### src/rtl/shuffled_dac_seq_pkg.sv
package shuffled_dac_seq_pkg;
    typedef enum logic {
        SEQ_IDLE = 1'b0,
        SEQ_RUN  = 1'b1
    } seq_state_t;
endpackage

### src/rtl/dts_counter.sv
module dts_counter
    import shuffled_dac_seq_pkg::*;
#(
    parameter int CNT_W = 5
) (
    input  logic             clk,
    input  logic             rst_n,
    input  logic             test_en,
    input  logic             start,
    output logic             load,
    output logic [CNT_W-1:0] cnt,
    output seq_state_t       state,
    output logic             done
);
    localparam logic [CNT_W-1:0] CNT_MAX = '1;

    seq_state_t state_d;

    assign load = test_en & start;

    always_comb begin
        state_d = state;
        unique case (state)
            SEQ_IDLE: if (load) state_d = SEQ_RUN;
            SEQ_RUN:  if (!test_en) state_d = SEQ_IDLE;
            default:  state_d = SEQ_IDLE;
        endcase
    end

    always_ff @(posedge clk or negedge rst_n) begin
        if (!rst_n) state <= SEQ_IDLE;
        else        state <= state_d;
    end

    always_ff @(posedge clk or negedge rst_n) begin
        if (!rst_n) begin
            cnt  <= '0;
            done <= 1'b0;
        end else begin
            done <= 1'b0;
            unique case (state)
                SEQ_IDLE: cnt <= '0;
                SEQ_RUN: begin
                    if (!test_en || start) begin
                        cnt <= '0;
                    end else begin
                        cnt <= cnt + 1'b1;
                        if (cnt == CNT_MAX) done <= 1'b1;
                    end
                end
                default: cnt <= '0;
            endcase
        end
    end
endmodule

### src/rtl/dts_shuffle.sv
module dts_shuffle #(
    parameter int CNT_W = 5,
    parameter int SEL_W = 3
) (
    input  logic                   clk,
    input  logic                   rst_n,
    input  logic                   load,
    input  logic [CNT_W*SEL_W-1:0] cfg_in,
    input  logic [CNT_W-1:0]       cnt,
    output logic [CNT_W*SEL_W-1:0] cfg_q,
    output logic [CNT_W-1:0]       code
);
    localparam int CFG_W = CNT_W * SEL_W;

    function automatic logic [CFG_W-1:0] reversed_cfg();
        logic [CFG_W-1:0] r;
        r = '0;
        for (int j = 0; j < CNT_W; j++)
            r[j*SEL_W +: SEL_W] = SEL_W'(CNT_W - 1 - j);
        return r;
    endfunction

    localparam logic [CFG_W-1:0] RST_CFG = reversed_cfg();

    always_ff @(posedge clk or negedge rst_n) begin
        if (!rst_n)    cfg_q <= RST_CFG;
        else if (load) cfg_q <= cfg_in;
    end

    for (genvar j = 0; j < CNT_W; j++) begin : g_bit
        logic [SEL_W-1:0] sel;
        logic             pick;
        assign sel = cfg_q[j*SEL_W +: SEL_W];
        always_comb begin
            pick = cnt[0];
            for (int i = 0; i < CNT_W; i++)
                if (sel == SEL_W'(i)) pick = cnt[i];
        end
        assign code[j] = pick;
    end
endmodule

### src/rtl/dts_bit_mux.sv
module dts_bit_mux #(
    parameter int W = 10
) (
    input  logic         sel_test,
    input  logic [W-1:0] test_code,
    input  logic [W-1:0] func_code,
    output logic [W-1:0] dout
);
    for (genvar i = 0; i < W; i++) begin : g_mux
        assign dout[i] = sel_test ? test_code[i] : func_code[i];
    end
endmodule

### src/rtl/shuffled_dac_seq.sv
module shuffled_dac_seq
    import shuffled_dac_seq_pkg::*;
#(
    parameter int CNT_W = 5
) (
    input  logic                                 clk,
    input  logic                                 rst_n,
    input  logic                                 test_en,
    input  logic                                 start,
    input  logic [CNT_W*$clog2(CNT_W)-1:0]       shuf_hi,
    input  logic [CNT_W*$clog2(CNT_W)-1:0]       shuf_lo,
    input  logic [2*CNT_W-1:0]                   func_code,
    output logic [2*CNT_W-1:0]                   dac_drive,
    output logic                                 done
);
    localparam int SEL_W  = $clog2(CNT_W);
    localparam int CFG_W  = CNT_W * SEL_W;
    localparam int CODE_W = 2 * CNT_W;

    logic             load;
    logic [CNT_W-1:0] cnt;
    seq_state_t       state;
    logic [CFG_W-1:0] cfg_hi_q;
    logic [CFG_W-1:0] cfg_lo_q;
    logic [CNT_W-1:0] code_hi;
    logic [CNT_W-1:0] code_lo;

    dts_counter #(.CNT_W(CNT_W)) u_cnt (
        .clk(clk), .rst_n(rst_n), .test_en(test_en), .start(start),
        .load(load), .cnt(cnt), .state(state), .done(done)
    );

    dts_shuffle #(.CNT_W(CNT_W), .SEL_W(SEL_W)) u_shuf_hi (
        .clk(clk), .rst_n(rst_n), .load(load), .cfg_in(shuf_hi),
        .cnt(cnt), .cfg_q(cfg_hi_q), .code(code_hi)
    );

    dts_shuffle #(.CNT_W(CNT_W), .SEL_W(SEL_W)) u_shuf_lo (
        .clk(clk), .rst_n(rst_n), .load(load), .cfg_in(shuf_lo),
        .cnt(cnt), .cfg_q(cfg_lo_q), .code(code_lo)
    );

    dts_bit_mux #(.W(CODE_W)) u_mux (
        .sel_test(test_en), .test_code({code_hi, code_lo}),
        .func_code(func_code), .dout(dac_drive)
    );
endmodule

### config.mk
export PLATFORM = sky130hd
export DESIGN_NAME = shuffled_dac_seq
export DESIGN_NICKNAME = d
export VERILOG_FILES = /design/src/rtl/shuffled_dac_seq_pkg.sv /design/src/rtl/dts_counter.sv /design/src/rtl/dts_shuffle.sv /design/src/rtl/dts_bit_mux.sv /design/src/rtl/shuffled_dac_seq.sv
export SDC_FILE = /design/constraint.sdc
export NUM_CORES = 1
export LEC_CHECK = 0
export CAP_MARGIN = 20
export CORE_ASPECT_RATIO = 0.9
export CORE_UTILIZATION = 46
export CTS_CLUSTER_DIAMETER = 120
export DETAILED_ROUTE_END_ITERATION = 8
export GPL_TIMING_DRIVEN = 0
export PLACE_DENSITY = 0.77
export SKIP_LAST_GASP = 1
export SLEW_MARGIN = 10
export SYNTH_ARGS = -nofsm -noshare
export SYNTH_HDL_FRONTEND = slang
export SYNTH_HIERARCHICAL = 1
export SYNTH_SLANG_ARGS = --single-unit
### constraint.sdc
create_clock -name clk -period 2.6 [get_ports clk]
set_input_delay 0.52 -clock clk [delete_from_list [all_inputs] [get_ports clk]]
set_output_delay 0.52 -clock clk [all_outputs]
set_load 0.05 [all_outputs]
## Word level (Yosys, flattened, before mapping)

Cells that the tools add are included.

- Register bits: 37
- Bits of input ports: 44
- Output and inout port bits: 11
- Logic and storage cells: 109

- $add $sub $neg: 1
- Equal/unequal tests: 41
- Muxes and demuxes: 58
- Bitwise operators: 2
- Reductions and logical operators: 2

Operators by type and width:

| operator | count |
|---|---|
| 3-bit by 2-bit == test with 1-bit output (second input constant) | 20 |
| 1-bit 2-to-1 mux | 55 |
| 3-bit by 1-bit == test with 1-bit output (second input constant) | 10 |
| 3-bit == test (second input constant) | 10 |
| 5-bit one-hot mux with 2 select lines | 1 |
| 5-bit by 1-bit adder with 5-bit output (second input constant) | 1 |
| 5-bit == test (second input constant) | 1 |
| 5-bit 2-to-1 mux | 1 |
| 1-bit one-hot mux with 2 select lines | 1 |
| 1-bit AND | 1 |
| 1-bit zero test | 1 |
| 1-bit logical OR | 1 |
| 1-bit inverter | 1 |

## Depth between registers and ports, before layout

Gate-level depths: netlist of the first run.

- Word-level depth: 6
- Mapped depth: 6
- Mapped depth without buffers: 4

## By module

Netlist of the first run, hierarchy kept.

Modules (own cells, without submodules):

| module | instances | cells an instance | area an instance (µm²) | sequential area each (µm²) |
|---|---|---|---|---|
| dts_shuffle | 2 | 74 | 865.8 | 381.6 |
| dts_counter | 1 | 24 | 307.8 | 175.2 |
| dts_bit_mux | 1 | 11 | 161.4 | 0.0 |

## Worst setup path before layout of the first run

Ideal clock, no wire load.

- Kind: reg2out
- Start point: register u_shuf_lo.cfg_q[9]
- End point: output dac_drive[3]
- Data arrival time: 1.620 ns
- Required time: 2.080 ns
- Setup slack: 0.460 ns
- Cell stages (with the launch flop): 6
- Buffers on the path: 1
- Cell sequence: dfstp_2 > mux4_1 > nand2_1 > o21ai_1 > buf_4 > mux2_4

- Longest elaborated chain between the ends: 6
- Elaborated cells between the ends (all ways): 9
- Classes of those cells: 4 x eq/ne; 5 x mux

Ends and longest elaborated chain:

| element | line | source |
|---|---|---|
| start, declared | dts_shuffle.sv:10 | `output logic [CNT_W*SEL_W-1:0] cfg_q,` |
| start signal, assigned | dts_shuffle.sv:27 | `else if (load) cfg_q <= cfg_in;` |
| 3-bit by 1-bit == test with 1-bit output | dts_shuffle.sv:37 | `if (sel == SEL_W'(i)) pick = cnt[i];` |
| 1-bit 2-to-1 mux (3 in series) | dts_shuffle.sv:37 |  |
| 1-bit 2-to-1 mux * | dts_shuffle.sv:37 |  |
| via u_shuf_lo.g_bit[3].pick | dts_shuffle.sv:32 | `logic pick;` |
| 1-bit 2-to-1 mux * | dts_bit_mux.sv:10 | `assign dout[i] = sel_test ? test_code[i] : func_code[i];` |
| end, declared | shuffled_dac_seq.sv:13 | `output logic [2*CNT_W-1:0] dac_drive,` |

Mark *: on every way through the listed nets, which the timed path passes. The rest lies on a longest branch.

## Final worst setup path of the first run

- Start point: register u_shuf_lo.cfg_q[3]
- End point: output dac_drive[1]

- Longest elaborated chain between the ends: 6
- Elaborated cells between the ends (all ways): 9
- Classes of those cells: 4 x eq/ne; 5 x mux

Ends and longest elaborated chain:

| element | line |
|---|---|
| 3-bit by 1-bit == test with 1-bit output | dts_shuffle.sv:37 |
| 1-bit 2-to-1 mux (3 in series) | dts_shuffle.sv:37 |
| 1-bit 2-to-1 mux * | dts_shuffle.sv:37 |
| via u_shuf_lo.g_bit[1].pick | dts_shuffle.sv:32 |
| 1-bit 2-to-1 mux * | dts_bit_mux.sv:10 |

Marks and branches as above.

==> flow_summary.json, run 1 <==
{
  "r2r-start": "u_cnt/cnt[0]$_DFF_PN0_",
  "cts_hold_buf": 0,
  "grt_pass1_vias": 1586,
  "period_needed_ps": 2570,
  "slew-limit-headroom": 0.669,
  "cp_num_buf_inv": 2,
  "power.leakage_nw": 1.29,
  "crit_arrival_ps": 2050,
  "critPathMaxStageDelay_ps": 550,
  "grt_antenna_before_repair": 0,
  "tightest_slew_ps": 495,
  "clockBufferDepth": 2,
  "whs_ps": 92.7,
  "syn_inst": 183,
  "synth.avg_cell_area_um2": 12.0,
  "yosys_warnings": 6,
  "ioPinCount": 55,
  "grt_pass1_wl_mm": 7.35,
  "achievable-frequency_mhz": 389,
  "dp_hpwl_mm": 3.21,
  "rsz0062_at_grt": "yes",
  "die_area_um2": 5070,
  "fp.dieH_um": 67.6,
  "cts_tree": "built",
  "status": "finished, final reports clean",
  "mappedNetlistArea_um2": 2200,
  "reg2reg_slack_ps": 1130,
  "clk_pin_slew_ps": 70,
  "drt_iter0_drc": 89,
  "synth_top_area_frac": 0.307,
  "clk-insertion-delay-late_ps": 290,
  "antenna_cells": 0,
  "finalPower_mw": 1.49,
  "clock_skew_ps": 3.48,
  "max-vdd-ir-drop_uv": 325,
  "path_class": "reg2out",
  "drv_slew": 0,
  "setup_viol": 0,
  "cts.sinks": 37,
  "drive_gt1_frac": 0.283,
  "crit_family": "multiplexers",
  "crit_slowest_cell": "dfstp_2",
  "route.detailed.drc": 0,
  "cts-root-buf": "clkbuf_8",
  "required_ps": 2080,
  "powerDensity_nw_per_um2": 507,
  "grt_usage": 0.202,
  "rows": 23,
  "cp-startpoint": "u_shuf_lo/cfg_q[3]$_DFFE_PN1P_",
  "via_per_inst": 5.10,
  "ys_ff_latch": 37,
  "path_max_fanout": 3,
  "finalSetupTns_ps": 0,
  "grt_overflow_total": 0,
  "die_w_um": 74.9,
  "reg2regPathDepth": 5,
  "critPathCaptureType": "output port",
  "htreeDepth": 2,
  "design_area_um2": 2940,
  "first_pass_iters": 4,
  "syn_nets": 229,
  "synth_top_area_cell": "dfrtp_1",
  "ys_seq_area_frac": 0.426,
  "vias": 1577,
  "final_nets": 292,
  "core_area_um2": 4520,
  "fin_crit_sh": 0.989,
  "ys_types": 27,
  "rr_endpoint": "u_cnt/cnt[4]$_DFF_PN0_",
  "start_util": 0.487,
  "hold_class": "in2async",
  "io_buffer_count": 54,
  "totalWireLength_mm": 4.55,
  "path_cells": "mux4_1, nand2_1, o21ai_1, buf_4, mux2_4, buf_6",
  "maxCapViolations": 0,
  "numCtsBuffers": 5,
  "crit_end": "dac_drive[1]",
  "place_area_um2": 2830,
  "startpoint_type": "flip-flop",
  "cp.depth": 6,
  "wire_per_inst_um": 14.7,
  "final-hold-violation-count": 0,
  "final_antenna_net_count": 0,
  "gp_congestion": 0.713,
  "grt_start_max_net_pins": 28,
  "netlist_top_cells_area": "dfrtp_1 31%, dfstp_2 12%, mux2_1 11%, mux4_1 9.6%, mux2_4 6.8%",
  "area_growth_pct": 33.5
}
[cells in the mapped netlist]
master and n:
xnor2_1 1, o21ai_1 16, dfrtp_1 27, nor4b_1 2, buf_6 3, buf_4 10, nor2_1 12, nand3_1 1
o21a_1 1, inv_1 10, nand3b_1 1, o311a_1 2, buf_2 4, and2_1 3, nand2_1 18, ha_1 2
nand4bb_1 1, and2_2 1, mux2i_1 13, mux2_1 22, mux4_1 8, nand4b_1 1, dfstp_2 10, a31oi_1 2
and3_1 1, mux2_4 10, and3b_1 1
[worst min-delay path by stage]
| stage | to | slack (ps) | cells after the start |
|---|---|---|---|
| floorplan | u_cnt/cnt[0]$_DFF_PN0_ | 220 | 0 |
| global placement | u_shuf_hi/cfg_q[2]$_DFFE_PN1P_ | 490 | 2 |
| detailed placement | u_shuf_hi/cfg_q[8]$_DFFE_PN0P_ | 410 | 1 |
| CTS | u_shuf_lo/cfg_q[8]$_DFFE_PN0P_ | 90 | 1 |
| global route | u_shuf_lo/cfg_q[8]$_DFFE_PN0P_ | 100 | 1 |
| finish | u_shuf_lo/cfg_q[1]$_DFFE_PN0P_ | 90 | 1 |
[report_power, final]
part / leakage [nW] / switching (mW) / internal (mW)
clock: 0.0450 / 0.205 / 0.186
combinational: 0.816 / 0.165 / 0.216
sequential: 0.433 / 0.0568 / 0.661
[layout make-up]
cell class	instances	area, µm²
multi-input combinational	119	1090
tap	62	77.6
buffer	16	121
inverter	10	37.5
clock buffer	6	72.6
sequential	37	943
timing repair buffer	57	587
fill	376	1580
clock inverter	2	10.0
[metrics by stage]
step | instances | worst slack [ps] | utilization
CTS | 309 | -30.1 | 0.645
detailed placement | 300 | -291 | 0.627
floorplan | 183 | 460 | -
global route | 309 | -43.9 | 0.650
global placement | 299 | -274 | 0.624
finish | 309 | 27.9 | 0.650
[kinds of logic (layout without fill, tap and decap cells)]
| kind of cell | after synthesis | count (layout) | synth area share |
|---|---|---|---|
| xor+xnor | 1 | 1 | 0.00398 |
| compound gates | 21 | 21 | 0.0546 |
| flops | 37 | 37 | 0.426 |
| fa+ha+maj | 2 | 2 | 0.0114 |
| buf+inv | 27 | 91 | 0.0756 |
| mux | 53 | 53 | 0.335 |
| simple gates | 42 | 42 | 0.0927 |
[per-layer routing]
| layer | vias to the layer above | GRT usage | share of wire |
|---|---|---|---|
| li1 | 770 | - | - |
| met1 | 766 | 0.250 | 0.44 |
| met2 | 37 | 0.336 | 0.50 |
| met3 | 4 | 0.0597 | 0.045 |
| met4 | 0 | 0.0708 | 0.011 |
| met5 | - | 0 | 0 |
[state kept, by name, summed over array words and instances (netlist names)]
| name | cells |
|---|---|
| u_cnt/state | 1 |
| u_shuf_hi/cfg_q | 15 |
| u_cnt/done | 1 |
| u_shuf_lo/cfg_q | 15 |
| u_cnt/cnt | 5 |
[layout by cell type (no fill, tap or decap), types with 10 or more instances in the layout]
cell type | netlist | routed
clkdlybuf4s50_1 | 0 | 43
dfrtp_1 | 27 | 23
mux2_1 | 22 | 22
nand2_1 | 18 | 16
o21ai_1 | 16 | 16
mux2i_1 | 13 | 13
nor2_1 | 12 | 12
buf_4 | 10 | 11
buf_6 | 3 | 10
mux2_4 | 10 | 10
inv_1 | 10 | 10
dfstp_2 | 10 | 10
[what timing repair did]
item,4_1_cts,5_1_grt
pin swaps,0,2
gates cloned,0,0
endpoints found under the setup margin,10,10
resized for setup,57,21
buffers inserted,1,1
endpoints found under the hold margin,0,0
Power figures use the tool's default switching activity.
==> run 2, diff against run 1 <==
- PLACE_DENSITY: 0.77 -> 0.85
==> flow_summary.json, run 2 (same netlist as run 1, synthesis figures left out) <==
{
  "status": "finished, final reports clean",
  "core_area_um2": 4520,
  "largestRegisters": "u_shuf_hi/cfg_q: 15 flops, u_shuf_lo/cfg_q: 15 flops, u_cnt/cnt: 5 flops",
  "finalPower_mw": 1.48,
  "crit_arrival_ps": 2040,
  "r2r-start": "u_cnt/cnt[1]$_DFF_PN0_",
  "final_nets": 295,
  "grt_start_max_net_pins": 38,
  "max-vdd-ir-drop_uv": 335,
  "wire_per_inst_um": 13.9,
  "first_pass_iters": 4,
  "powerDensity_nw_per_um2": 500,
  "final_cell_mix": "43 x clkdlybuf4s50_1, 23 x dfrtp_1, 22 x mux2_1",
  "clockBufferDepth": 2,
  "die_w_um": 74.9,
  "grt_usage": 0.184,
  "gp_congestion": 0.729,
  "clk_pin_slew_ps": 70,
  "required_ps": 2080,
  "path_max_fanout": 6,
  "whs_ps": 182,
  "final-hold-violation-count": 0,
  "finalSetupTns_ps": 0,
  "antenna_cells": 0,
  "cts.sinks": 37,
  "clk-insertion-delay-late_ps": 280,
  "startpoint_type": "flip-flop",
  "vias": 1535,
  "reg2reg_slack_ps": 1140,
  "fin_crit_sh": 0.984,
  "drt_iter0_drc": 76,
  "totalWireLength_mm": 4.33,
  "tightest_slew_ps": 486,
  "io_buffer_count": 54,
  "fin_util": 0.653,
  "start_util": 0.487,
  "final_common_cell": "clkdlybuf4s50_1",
  "power.leakage_nw": 1.29,
  "route.detailed.drc": 0,
  "area_growth_pct": 34.1,
  "grt_antenna_before_repair": 0,
  "drive_gt1_frac": 0.296,
  "rr_endpoint": "u_cnt/cnt[4]$_DFF_PN0_",
  "numCtsBuffers": 5,
  "cts_tree": "built",
  "maxCapViolations": 0,
  "slew-limit-headroom": 0.675,
  "fp.dieH_um": 67.6,
  "reg2regPathDepth": 4,
  "grt_pass1_vias": 1466,
  "setup_viol": 0,
  "stdcell_count": 312,
  "ioPinCount": 55,
  "clock_skew_ps": 2.67,
  "final_antenna_net_count": 0,
  "rows": 23,
  "grt_pass1_wl_mm": 6.75,
  "rsz0062_at_grt": "yes",
  "path_class": "reg2out",
  "achievable-frequency_mhz": 391,
  "grt_overflow_total": 0,
  "dpl.cell_count": 300,
  "htreeDepth": 2,
  "cts_hold_buf": 0,
  "fill_cells": 376,
  "cts-root-buf": "clkbuf_8",
  "via_per_inst": 4.92,
  "critPathCaptureType": "output port",
  "die_area_um2": 5070,
  "cp-startpoint": "u_cnt/cnt[0]$_DFF_PN0_",
  "hold_class": "in2async",
  "crit_end": "dac_drive[9]",
  "drv_slew": 0,
  "period_needed_ps": 2560,
  "dp_hpwl_mm": 3.03
}
==> run 2: how the worst min path moves through the flow <==
stage	endpoint	slack [ps]	depth (start not counted)
2_1_floorplan	u_cnt/cnt[0]$_DFF_PN0_	220	0
3_3_place_gp	u_shuf_lo/cfg_q[2]$_DFFE_PN1P_	490	2
3_5_place_dp	u_shuf_hi/cfg_q[13]$_DFFE_PN0P_	500	2
4_1_cts	u_shuf_hi/cfg_q[13]$_DFFE_PN0P_	190	2
5_1_grt	u_shuf_hi/cfg_q[14]$_DFFE_PN0P_	190	2
6_report	u_shuf_hi/cfg_q[14]$_DFFE_PN0P_	180	2
==> run 2: cell type report <==
class | instances | area [µm²] | area share
clock inverter | 2 | 10.0 | 0.00339
timing repair buffer | 59 | 608 | 0.206
inverter | 10 | 37.5 | 0.0127
multi-input combinational | 119 | 1070 | 0.363
tap | 62 | 77.6 | 0.0263
buffer | 17 | 129 | 0.0437
sequential | 37 | 943 | 0.320
clock buffer | 6 | 72.6 | 0.0246
==> run 2: what timing repair did <==
action                                 4_1_cts  5_1_grt
setup buffers                                0        3
pin swaps                                    0        1
setup endpoints to repair                   10        9
endpoints found under the hold margin        0        0
cloned                                       0        1
resized for setup                           52       33
==> run 2: power breakdown <==
group | total, mW | internal [mW] | leakage, nW | switching, mW
Clock | 0.378 | 0.186 | 0.0450 | 0.193
Combinational | 0.380 | 0.218 | 0.814 | 0.162
Sequential | 0.717 | 0.661 | 0.433 | 0.0561
==> run 2: metal layers <==
| layer | track usage | up-vias | share of wire |
|---|---|---|---|
| li1 | - | 771 | - |
| met1 | 0.228 | 730 | 0.44 |
| met2 | 0.318 | 32 | 0.52 |
| met3 | 0.0463 | 2 | 0.035 |
| met4 | 0.0566 | 0 | 0.0055 |
| met5 | 0 | - | 0 |
==> run 2: worst max-delay path: stages, from the launching register on <==
cell and delay [ps]:
dfrtp_2 450, buf_6 140, buf_4 130, o311a_1 320, buf_4 130, mux2_4 240, clkdlybuf4s15_2 330
==> run 2: through the flow <==
step | instance area, µm² | setup slack (ps)
global route | 2950 | -20.7
floorplan | 2200 | 460
global placement | 2820 | -265
CTS | 2890 | -41.7
finish | 2950 | 42.1
detailed placement | 2830 | -298
